--- src/rtl/i2c_addr_slave.sv ---
module i2c_addr_slave #(
  parameter logic [4:0] ADDR_HI = 5'b10100
) (
  input  logic       clk,
  input  logic       rst_n,
  input  logic       scl_i,
  input  logic       sda_i,
  input  logic [1:0] addr_lo,
  output logic       sda_oe,
  output logic       rx_valid,
  output logic [7:0] rx_data,
  output logic       tx_req,
  input  logic [7:0] tx_data
);
  typedef enum logic [2:0] {
    S_IDLE, S_ADDR, S_WRITE, S_READ, S_ACK_OUT, S_ACK_IN, S_LOAD, S_WAIT
  } state_t;

  state_t     state;
  logic [1:0] scl_q, sda_q;
  logic       scl_d, sda_d;
  logic [7:0] shreg;
  logic [3:0] cnt;
  logic       rw;

  logic scl_s, sda_s, scl_rise, scl_fall, start_c, stop_c, match;
  assign scl_s    = scl_q[1];
  assign sda_s    = sda_q[1];
  assign scl_rise = scl_s & ~scl_d;
  assign scl_fall = ~scl_s & scl_d;
  assign start_c  = scl_s & scl_d & sda_d & ~sda_s;
  assign stop_c   = scl_s & scl_d & ~sda_d & sda_s;
  assign match    = (shreg[7:1] == {ADDR_HI, addr_lo});

  always_ff @(posedge clk) begin
    if (!rst_n) begin
      scl_q    <= 2'b11;
      sda_q    <= 2'b11;
      scl_d    <= 1'b1;
      sda_d    <= 1'b1;
      state    <= S_IDLE;
      shreg    <= '0;
      cnt      <= '0;
      rw       <= 1'b0;
      sda_oe   <= 1'b0;
      rx_valid <= 1'b0;
      rx_data  <= '0;
      tx_req   <= 1'b0;
    end else begin
      scl_q    <= {scl_q[0], scl_i};
      sda_q    <= {sda_q[0], sda_i};
      scl_d    <= scl_s;
      sda_d    <= sda_s;
      rx_valid <= 1'b0;
      tx_req   <= 1'b0;
      if (stop_c) begin
        state  <= S_IDLE;
        sda_oe <= 1'b0;
      end else if (start_c) begin
        state  <= S_ADDR;
        cnt    <= '0;
        sda_oe <= 1'b0;
      end else begin
        case (state)
          S_ADDR, S_WRITE: begin
            if (scl_rise && cnt != 4'd8) begin
              shreg <= {shreg[6:0], sda_s};
              cnt   <= cnt + 4'd1;
            end else if (scl_fall && cnt == 4'd8) begin
              cnt <= '0;
              if (state == S_WRITE) begin
                sda_oe   <= 1'b1;
                rx_valid <= 1'b1;
                rx_data  <= shreg;
                rw       <= 1'b0;
                state    <= S_ACK_OUT;
              end else if (match) begin
                sda_oe <= 1'b1;
                rw     <= shreg[0];
                state  <= S_ACK_OUT;
              end else begin
                state <= S_WAIT;
              end
            end
          end
          S_ACK_OUT: begin
            if (scl_rise) begin
              tx_req <= rw;
            end else if (scl_fall) begin
              if (rw) begin
                shreg  <= tx_data;
                sda_oe <= ~tx_data[7];
                cnt    <= '0;
                state  <= S_READ;
              end else begin
                sda_oe <= 1'b0;
                state  <= S_WRITE;
              end
            end
          end
          S_READ: begin
            if (scl_rise) begin
              cnt <= cnt + 4'd1;
            end else if (scl_fall) begin
              if (cnt == 4'd8) begin
                sda_oe <= 1'b0;
                state  <= S_ACK_IN;
              end else begin
                shreg  <= {shreg[6:0], 1'b0};
                sda_oe <= ~shreg[6];
              end
            end
          end
          S_ACK_IN: begin
            if (scl_rise) begin
              if (sda_s) begin
                state <= S_WAIT;
              end else begin
                tx_req <= 1'b1;
                state  <= S_LOAD;
              end
            end
          end
          S_LOAD: begin
            if (scl_fall) begin
              shreg  <= tx_data;
              sda_oe <= ~tx_data[7];
              cnt    <= '0;
              state  <= S_READ;
            end
          end
          default: ;
        endcase
      end
    end
  end
endmodule

--- config.mk ---
export PLATFORM = sky130hd
export DESIGN_NAME = i2c_addr_slave
export DESIGN_NICKNAME = d
export VERILOG_FILES = /design/src/rtl/i2c_addr_slave.sv
export SDC_FILE = /design/constraint.sdc
export NUM_CORES = 1
export LEC_CHECK = 0
export CELL_PAD_IN_SITES_DETAIL_PLACEMENT = 1
export CELL_PAD_IN_SITES_GLOBAL_PLACEMENT = 1
export CORE_UTILIZATION = 46
export CTS_BUF_LIST = sky130_fd_sc_hd__clkbuf_16
export DETAILED_ROUTE_END_ITERATION = 10
export DONT_BUFFER_PORTS = 1
export GPL_ROUTABILITY_DRIVEN = 0
export GPL_TIMING_DRIVEN = 0
export PLACE_DENSITY = 0.8
export SLEW_MARGIN = 20
export SYNTH_ARGS = -nofsm -noshare
export SYNTH_HDL_FRONTEND = slang
export SYNTH_SLANG_ARGS = --single-unit
--- constraint.sdc ---
create_clock -name clk -period 1.81 [get_ports clk]
set_input_delay 0.2715 -clock clk [delete_from_list [all_inputs] [get_ports clk]]
set_output_delay 0.2715 -clock clk [all_outputs]
set_load 0.05 [all_outputs]
==> flow_metrics.py, run 1 <==
metrics = {
    "worst_setup_path": {
        "startpoint_type": "register",
        "end_kind": "register",
        "reg2reg_depth": 6,
        "r2r_start": "state[1]$_SDFFE_PP0P_",
        "cp_max_fo": 10,
        "required_ns": 2.00,
        "r2r-end": "state[0]$_SDFFE_PP0P_",
        "worstSetupPathType": "register to register",
        "r2r_setup_slack_ns": 0.07,
        "crit_arrival_ns": 1.92,
    },
    "detailed_routing": {
        "drc": 0,
        "dr_total_vias": 1776,
        "ant_nets": 0,
        "first_iter_violations": 136,
        "vias_per_cell": 5.900,
        "dr.pass1.iters": 4,
        "drt-wirelength-per-cell_um": 17.77,
        "wl_um": 5349,
    },
    "final_layout": {
        "area_growth_pct": 16.62,
        "multi_input_area_um2": 1170,
        "nNetsFinal": 266,
        "drive_above_1_share_pct": 16.33,
        "utilization_pct": 55.52,
        "fillers": 502,
        "seqCellArea_um2": 663.1,
        "antenna_cells": 0,
    },
    "synth": {
        "synth_area_leader_cell": "dfxtp_1",
        "netlist_area_um2": 1904,
        "ys_ff_latch": 33,
        "netlist_instances": 241,
        "synthTopCellsByArea": "dfxtp_1 (35%), nand2_1 (9.7%), mux2i_1 (8.9%), a21oi_1 (3.7%), nand2b_1 (3.6%)",
        "avgSynthCellArea_um2": 7.902,
        "synth_top_area_share_pct": 34.69,
        "synth_nets": 257,
        "seq_area_frac_synth_pct": 34.69,
        "synth_edf_count": 0,
        "ys_types": 54,
        "yosys_warnings": 0,
        "ys.flop_type": "dfxtp_1",
        "async_reset_ff_share_pct": 0,
    },
    "place": {
        "dp_hpwl_um": 3582,
        "portBuffers": 0,
    },
    "min_path": {
        "whs_endpoint": "sda_q[0]$_SDFF_PN1_",
        "min_path_cells": 1,
        "hp-start": "sda_i",
        "hold_class": "primary input to register",
    },
    "clock_network": {
        "cts.reportedPaths.clkPinSlew_ns": 0.05,
        "cts_buffer_depth": 2,
        "cts_tree": "yes",
        "htree_levels": 2,
        "numCtsBuffers": 5,
        "cts_sinks": 33,
        "root_buffer": "clkbuf_16",
        "clock_latency_ns": 0.28,
        "cts_hold_buffers": 0,
    },
    "timing": {
        "fin_crit_sh_pct": 95.95,
        "hold_viol_final": 0,
        "worstMarginPinSlew_ns": 0.5214,
        "relSlewSlack_pct": 65.19,
        "setup_viol": 0,
        "fmax_mhz": 575.8,
        "slew_violations": 0,
        "fin_worst_skew_ns": 0.006267,
        "finalCriticalPeriod_ns": 1.737,
        "whs_ns": 0.09905,
        "tns_ns": 0,
    },
    "pwr": {
        "cellLeakagePower_uw": 0.0009432,
        "power_density_nw_per_um2": 808.6,
        "irDropWorstVdd_uv": 572.2,
    },
    "floorplanning": {
        "pin_count": 25,
        "rows": 23,
        "core-area_um2": 4000,
        "initial_core_util_pct": 47.61,
        "die_y_um": 66.34,
        "die-area_um2": 4401,
        "die_w_um": 66.34,
    },
    "outcome": {
        "outcome": "complete, no violations",
    },
    "grt": {
        "grt_first_pass_wirelength_um": 8314,
        "grt_util_all_layers_pct": 25.86,
        "antenna_found_initial": 0,
        "grt_max_degree": 11,
        "globalRoute.totalOverflow": 0,
        "grt_pass1_vias": 1593,
    },
    "flow_run": {
        "maxCapViolations": 0,
    },
}
-- repair_timing --
action,CTS,global route
endpoints found under the setup margin,21,22
gates resized for setup,4,17
buffers inserted,0,3
cloned,0,0
pin swaps,3,3
-- per-stage QoR --
step	instance area [µm²]	setup WS [ns]	cells	power, µW
after floorplan	1904	0.1833	241	836.7
after global placement	1967	-0.04382	291	861.6
after detailed placement	1967	-0.06761	291	863.8
after CTS	2135	0.005010	298	1802
after global routing	2221	-0.01529	301	1869
final	2221	0.07334	301	1796
-- power breakdown --
part           switching [µW]  total, µW  internal, µW
logic                    67.8        107          38.9
registers                13.0        750           737
clock network             300        939           639
-- per-layer routing --
layer  up-vias  GRT usage, %  share of wire [%]
li1        855             -                  -
met1       876         35.34                 46
met2        37         39.54                 49
met3         8         7.069                4.0
met4         0         6.915                1.2
met5         -             0                  0
-- flip-flops by register name, summed over array words and instances, names as in the netlist --
name and flops:
tx_req 1, scl_q 2, rx_valid 1, sda_d 1, rx_data 8, rw 1
sda_q 2, scl_d 1, sda_oe 1, state 3, shreg 8, cnt 4
-- layout by cell type (no fill, tap or decap), types with 5 or more instances in the layout --
cell type,count
a21oi_1,13
buf_2,5
clkbuf_1,5
clkbuf_16,5
dfxtp_1,31
inv_1,10
mux2i_1,17
nand2_1,49
nand2b_1,11
nand3_1,6
nor2_1,18
o21ai_0,7
-- critical path: stages (launching register included) --
cell	delay [ns]
dfxtp_1	0.38
buf_2	0.24
clkbuf_1	0.38
nand3_1	0.12
a21oi_1	0.18
a311oi_1	0.08
a311oi_2	0.26
-- area by class of cell --
cell class / instances / share of cell area, %
buffer: 16 / 4.056
clock buffer: 5 / 5.634
clock inverter: 3 / 1.690
inverter: 9 / 1.521
multi-input combinational: 182 / 52.68
sequential: 33 / 29.86
tap: 50 / 2.817
timing repair buffer: 3 / 1.746
-- kinds of logic after synthesis --
logic type      Yosys count  synth area share (%)
buf+inv                  26                 6.242
mux                      17                 8.935
flops                    33                 34.69
compound gates           51                 19.65
xor+xnor                  2                0.9200
simple gates            110                 28.25
fa+ha+maj                 2                 1.314
-- worst max path at each step --
| stage | slack, ns | cells past startpoint | startpoint | to |
|---|---|---|---|---|
| floorplan | 0.18 | 7 | cnt[0]$_SDFFE_PN0P_ | cnt[2]$_SDFFE_PN0P_ |
| global placement | -0.04 | 7 | cnt[0]$_SDFFE_PN0P_ | shreg[3]$_SDFFE_PN0P_ |
| detailed placement | -0.07 | 7 | cnt[0]$_SDFFE_PN0P_ | shreg[0]$_SDFFE_PN0P_ |
| CTS | 0.005 | 7 | cnt[0]$_SDFFE_PN0P_ | cnt[1]$_SDFFE_PN0P_ |
| global route | -0.02 | 6 | state[1]$_SDFFE_PP0P_ | state[0]$_SDFFE_PP0P_ |
| finish | 0.07 | 6 | state[1]$_SDFFE_PP0P_ | state[0]$_SDFFE_PP0P_ |
-- cell usage after synthesis, drive strengths merged, types with 3 or more instances --
cell type	number
a211oi	4
nand2b	11
nand2	49
buf	10
mux2i	17
nor2b	5
o21ai	11
clkbuf	7
nand3	6
nor3	3
nand4	3
a21oi	14
inv	9
nor2	18
dfxtp	33
o211ai	3
and2	3
(Power assumes the default switching activity.)
==> run 2, diff against run 1 <==
==> config.mk (replaced) <==
export PLATFORM = sky130hd
export DESIGN_NAME = i2c_addr_slave
export DESIGN_NICKNAME = d
export VERILOG_FILES = /design/src/rtl/i2c_addr_slave.sv
export SDC_FILE = /design/constraint.sdc
export NUM_CORES = 1
export LEC_CHECK = 0
export CORE_UTILIZATION = 62
export CTS_BUF_LIST = sky130_fd_sc_hd__clkbuf_16
export DETAILED_ROUTE_END_ITERATION = 10
export DONT_BUFFER_PORTS = 1
export GPL_ROUTABILITY_DRIVEN = 0
export PLACE_DENSITY = 0.78
export SLEW_MARGIN = 20
export SYNTH_ARGS = -nofsm -noshare
export SYNTH_HDL_FRONTEND = slang
export SYNTH_SLANG_ARGS = --single-unit
==> flow_metrics.py, run 2 (same netlist as run 1, synthesis figures left out) <==
metrics = {
    "outcome": {
        "outcome": "finished, violations left",
        "failed_checks": "design-rule violations, negative setup slack",
    },
    "worst_setup_path": {
        "required_ns": 2.00,
        "r2r_start": "cnt[0]$_SDFFE_PN0P_",
        "worstSetupPathType": "register to register",
        "r2r-end": "cnt[1]$_SDFFE_PN0P_",
        "startpoint_type": "register",
        "cp_top_family": "compound AO/OA/AOI/OAI gates",
        "cp_slowest_cell": "o32a_1",
        "r2r_setup_slack_ns": -0.02,
        "max_stage_delay_ns": 0.42,
        "cp_max_fo": 7,
        "reg2reg_depth": 7,
        "path_cells": "inv_2, ha_4, nand3b_1, a221oi_2, o32a_1, nand4b_1, a21oi_1",
        "critPathBufInv": 1,
        "crit_arrival_ns": 2.02,
        "end_kind": "register",
    },
    "timing": {
        "relSlewSlack_pct": 64.90,
        "setup_viol": 1,
        "worstMarginPinSlew_ns": 0.5258,
        "rsz0062_at_grt": "yes",
        "setup_ws_ns": -0.01955,
        "fin_worst_skew_ns": 0.006307,
        "slew_violations": 0,
        "fin_crit_sh_pct": 101.1,
        "finalCriticalPeriod_ns": 1.830,
        "hold_viol_final": 0,
        "fmax_mhz": 546.6,
    },
    "floorplanning": {
        "core-area_um2": 2829,
        "die-area_um2": 3297,
        "initial_core_util_pct": 67.32,
        "rows": 19,
        "die_w_um": 57.42,
        "pin_count": 25,
        "die_y_um": 57.42,
    },
    "final_layout": {
        "nNetsFinal": 265,
        "final-instance-count-excl-fill": 281,
        "final_common_cell": "nand2_1",
        "area_growth_pct": 14.85,
        "final_cell_mix": "nand2_1 (49), dfxtp_1 (30), nor2_1 (18), mux2i_1 (17), buf_4 (17)",
        "utilization_pct": 77.31,
        "antenna_cells": 0,
        "fillers": 199,
        "drive_above_1_share_pct": 18.80,
        "top_regs": "rx_data (8), shreg (8), cnt (4)",
    },
    "clock_network": {
        "clock_latency_ns": 0.28,
        "cts_tree": "yes",
        "root_buffer": "clkbuf_16",
        "htree_levels": 2,
        "cts.reportedPaths.clkPinSlew_ns": 0.06,
        "numCtsBuffers": 5,
        "cts_buffer_depth": 2,
        "cts_hold_buffers": 0,
        "cts_sinks": 33,
    },
    "detailed_routing": {
        "top_layer": "met4",
        "ant_nets": 0,
        "dr.pass1.iters": 7,
        "wl_um": 4865,
        "wl_met3_um": 324,
        "first_iter_violations": 77,
        "drt-wirelength-per-cell_um": 17.31,
        "vias_per_cell": 6.370,
        "dr_total_vias": 1790,
        "drc": 1,
        "routed-wl-met2_um": 2272,
        "wl_met1_um": 2164,
    },
    "pwr": {
        "power_density_nw_per_um2": 761.9,
        "cellLeakagePower_uw": 0.0009427,
        "power_uw": 1666,
        "irDropWorstVdd_uv": 888.9,
    },
    "grt": {
        "grt_util_all_layers_pct": 31.95,
        "grt_pass1_vias": 1783,
        "grt_max_degree": 27,
        "antenna_found_initial": 0,
        "globalRoute.totalOverflow": 0,
        "grt_first_pass_wirelength_um": 7997,
    },
    "min_path": {
        "hp-start": "rst_n",
        "min_path_cells": 1,
        "whs_endpoint": "scl_d$_SDFF_PN1_",
        "hold_class": "primary input to register",
    },
    "flow_run": {
        "maxCapViolations": 0,
    },
    "place": {
        "dp_hpwl_um": 3340,
        "dp_slack_ns": -0.03885,
        "placed_cells": 270,
        "portBuffers": 0,
    },
}
==> run 2: metal layers <==
metal / vias up / GRT usage [%]
met3: 11 / 8.163
met4: 0 / 19.16
met5: - / 0
met1: 829 / 41.87
li1: 861 / -
met2: 89 / 47.18
==> run 2: repair_timing <==
action | 4_1_cts | 5_1_grt
setup endpoints to repair | 8 | 16
pin swaps | 1 | 6
gates cloned | 0 | 0
resized for setup | 3 | 13
setup buffers | 0 | 3
==> run 2: power by group <==
group / switching (µW) / internal, µW / total (µW)
Clock: 319 / 503 / 822
Combinational: 51.3 / 38.7 / 90.0
Sequential: 17.1 / 737 / 754
Total: 387 / 1280 / 1670
==> run 2: cell type report <==
type	count	area, µm²	share of cell area (%)
repair buffers	18	147.6	6.751
clock buffers	5	125.1	5.721
flip-flops and latches	33	664.4	30.38
clock inverters	3	17.52	0.8009
multi-input cells	182	1160	53.03
inverters	9	33.78	1.545
well taps	31	38.79	1.773
==> run 2: worst max path at each step <==
stage                                   start             endpoint  slack [ns]  depth (start not counted)
after floorplan           cnt[0]$_SDFFE_PN0P_  cnt[2]$_SDFFE_PN0P_        0.18                          7
after global placement    cnt[0]$_SDFFE_PN0P_  cnt[1]$_SDFFE_PN0P_        0.08                          7
after detailed placement  cnt[0]$_SDFFE_PN0P_  cnt[2]$_SDFFE_PN0P_       -0.04                          7
after CTS                 cnt[0]$_SDFFE_PN0P_  cnt[1]$_SDFFE_PN0P_        0.02                          7
after global routing      cnt[0]$_SDFFE_PN0P_  cnt[1]$_SDFFE_PN0P_       -0.07                          7
final                     cnt[0]$_SDFFE_PN0P_  cnt[1]$_SDFFE_PN0P_       -0.02                          7
==> run 2: metrics by stage <==
stage | hold slack, ns | setup TNS [ns] | cell area (µm²)
2_1_floorplan | 0.3730 | 0 | 1904
3_3_place_gp | 0.3459 | 0 | 1983
3_5_place_dp | 0.3525 | -0.05957 | 1983
4_1_cts | 0.06532 | 0 | 2133
5_1_grt | 0.06742 | -0.1877 | 2187
6_report | 0.06526 | -0.01955 | 2187
==> run 3, diff against run 2 <==
--- a/config.mk
+++ b/config.mk
@@ -5,12 +5,12 @@
 export SDC_FILE = /design/constraint.sdc
 export NUM_CORES = 1
 export LEC_CHECK = 0
-export CORE_UTILIZATION = 62
+export CORE_UTILIZATION = 40
 export CTS_BUF_LIST = sky130_fd_sc_hd__clkbuf_16
+export CTS_CLUSTER_SIZE = 40
 export DETAILED_ROUTE_END_ITERATION = 10
 export DONT_BUFFER_PORTS = 1
 export GPL_ROUTABILITY_DRIVEN = 0
-export PLACE_DENSITY = 0.78
 export SLEW_MARGIN = 20
 export SYNTH_ARGS = -nofsm -noshare
 export SYNTH_HDL_FRONTEND = slang
==> flow_metrics.py, run 3 (same netlist as run 1, synthesis figures left out) <==
metrics = {
    "grt": {
        "grt_pass1_vias": 1774,
        "grt_util_all_layers_pct": 21.11,
        "grt_max_degree": 27,
        "grt_first_pass_wirelength_um": 8314,
        "globalRoute.totalOverflow": 0,
        "antenna_found_initial": 0,
    },
    "final_layout": {
        "antenna_cells": 0,
        "final-instance-count-excl-fill": 325,
        "fillers": 418,
        "area_growth_pct": 27.00,
        "final_cell_mix": "nand2_1 (49), buf_4 (40), dfxtp_1 (28), nor2_1 (18), mux2i_1 (17)",
        "final_common_cell": "nand2_1",
        "top_regs": "rx_data (8), shreg (8), cnt (4)",
        "nNetsFinal": 288,
        "drive_above_1_share_pct": 25.64,
    },
    "detailed_routing": {
        "drt-wirelength-per-cell_um": 14.54,
        "dr.pass1.iters": 4,
        "drc": 0,
        "vias_per_cell": 5.486,
        "wl_um": 4725,
        "dr_total_vias": 1783,
        "ant_nets": 0,
        "first_iter_violations": 134,
    },
    "floorplanning": {
        "rows": 24,
        "die-area_um2": 5041,
        "die_w_um": 71,
        "core-area_um2": 4474,
        "pin_count": 25,
        "die_y_um": 71,
        "initial_core_util_pct": 42.56,
    },
    "timing": {
        "fin_worst_skew_ns": 0.006220,
        "setup_ws_ns": 0.07426,
        "worstMarginPinSlew_ns": 0.5568,
        "whs_ns": 0.07011,
        "relSlewSlack_pct": 62.29,
        "fin_crit_sh_pct": 95.90,
        "finalCriticalPeriod_ns": 1.736,
        "rsz0062_at_grt": "yes",
        "setup_viol": 0,
        "slew_violations": 0,
        "hold_viol_final": 0,
        "fmax_mhz": 576.1,
    },
    "pwr": {
        "power_density_nw_per_um2": 742.3,
        "irDropWorstVdd_uv": 532.9,
        "cellLeakagePower_uw": 0.001074,
    },
    "clock_network": {
        "root_buffer": "clkbuf_16",
        "cts_tree": "yes",
        "cts_sinks": 33,
        "cts_buffer_depth": 2,
        "htree_levels": 2,
        "cts.reportedPaths.clkPinSlew_ns": 0.05,
        "clock_latency_ns": 0.28,
        "numCtsBuffers": 5,
        "cts_hold_buffers": 0,
    },
    "place": {
        "dp_hpwl_um": 3487,
        "placed_cells": 313,
        "dp_slack_ns": -0.02606,
        "portBuffers": 0,
    },
    "worst_setup_path": {
        "max_stage_delay_ns": 0.42,
        "cp_max_fo": 5,
        "cp_slowest_cell": "o32a_1",
        "startpoint_type": "register",
        "required_ns": 2.01,
        "worstSetupPathType": "register to register",
        "end_kind": "register",
        "path_cells": "inv_2, ha_4, nand3b_1, buf_4, a221oi_2, o32a_1, nand4b_1, a21oi_1",
        "crit_arrival_ns": 1.94,
    },
    "min_path": {
        "hold_class": "primary input to register",
    },
    "flow_run": {
        "maxCapViolations": 0,
    },
    "outcome": {
        "outcome": "complete, no violations",
    },
}
[run 3: layout make-up]
type	count	area (µm²)	area share [%]
flip-flops and latches	33	666.9	27.57
well taps	52	65.06	2.690
clock buffers	5	125.1	5.173
inverters	9	33.78	1.397
clock inverters	3	37.54	1.552
repair buffers	41	320.3	13.24
multi-input cells	182	1170	48.37
[run 3: per-layer routing]
metal / part of all wire [%] / track usage, % / vias up
li1: - / - / 904
met1: 47 / 28.68 / 810
met2: 45 / 31.41 / 55
met3: 6.1 / 5.556 / 14
met4: 2.5 / 9.556 / 0
met5: 0 / 0 / -
[run 3: final timing paths]
kind | from | endpoint | slack [ns] | cells past startpoint
setup / recovery | cnt[0]$_SDFFE_PN0P_ | cnt[1]$_SDFFE_PN0P_ | 0.07 | 8
hold / removal | rst_n | scl_d$_SDFF_PN1_ | 0.07 | 1
setup reg to reg | cnt[0]$_SDFFE_PN0P_ | cnt[1]$_SDFFE_PN0P_ | 0.07 | 8
hold reg to reg | sda_q[0]$_SDFF_PN1_ | sda_q[1]$_SDFF_PN1_ | 0.40 | 1
[run 3: critical path: cells and delay by family, from the launching register on]
kind	cells	cell delay [ns]
adder cells (fa/ha/maj)	1	0.14
flip-flops	1	0.35
AND/OR/NAND/NOR	2	0.36
buffers and inverters	2	0.20
AO/OA/AOI/OAI	3	0.62
[run 3: timing repair]
action                     CTS  global route
setup endpoints to repair   12            16
setup buffers                3             1
pin swaps                    1             4
resized for setup            3            15
[run 3: per-stage QoR]
step / setup TNS, ns / utilization (%) / power [µW] / cell area [µm²]
after floorplan: 0 / - / 836.7 / 1904
after global placement: -0.06627 / 48.60 / 863.6 / 2175
after detailed placement: -0.1501 / 48.60 / 863.8 / 2175
after CTS: 0 / 52.80 / 1812 / 2362
after global routing: -0.02110 / 54.05 / 1851 / 2419
final: 0 / 54.05 / 1795 / 2419
[run 3: report_power, final]
group / switching (µW) / internal, µW / total, µW
logic: 54.7 / 46.8 / 102
clock network: 303 / 639 / 942
registers: 14.8 / 737 / 752
total: 372 / 1420 / 1800
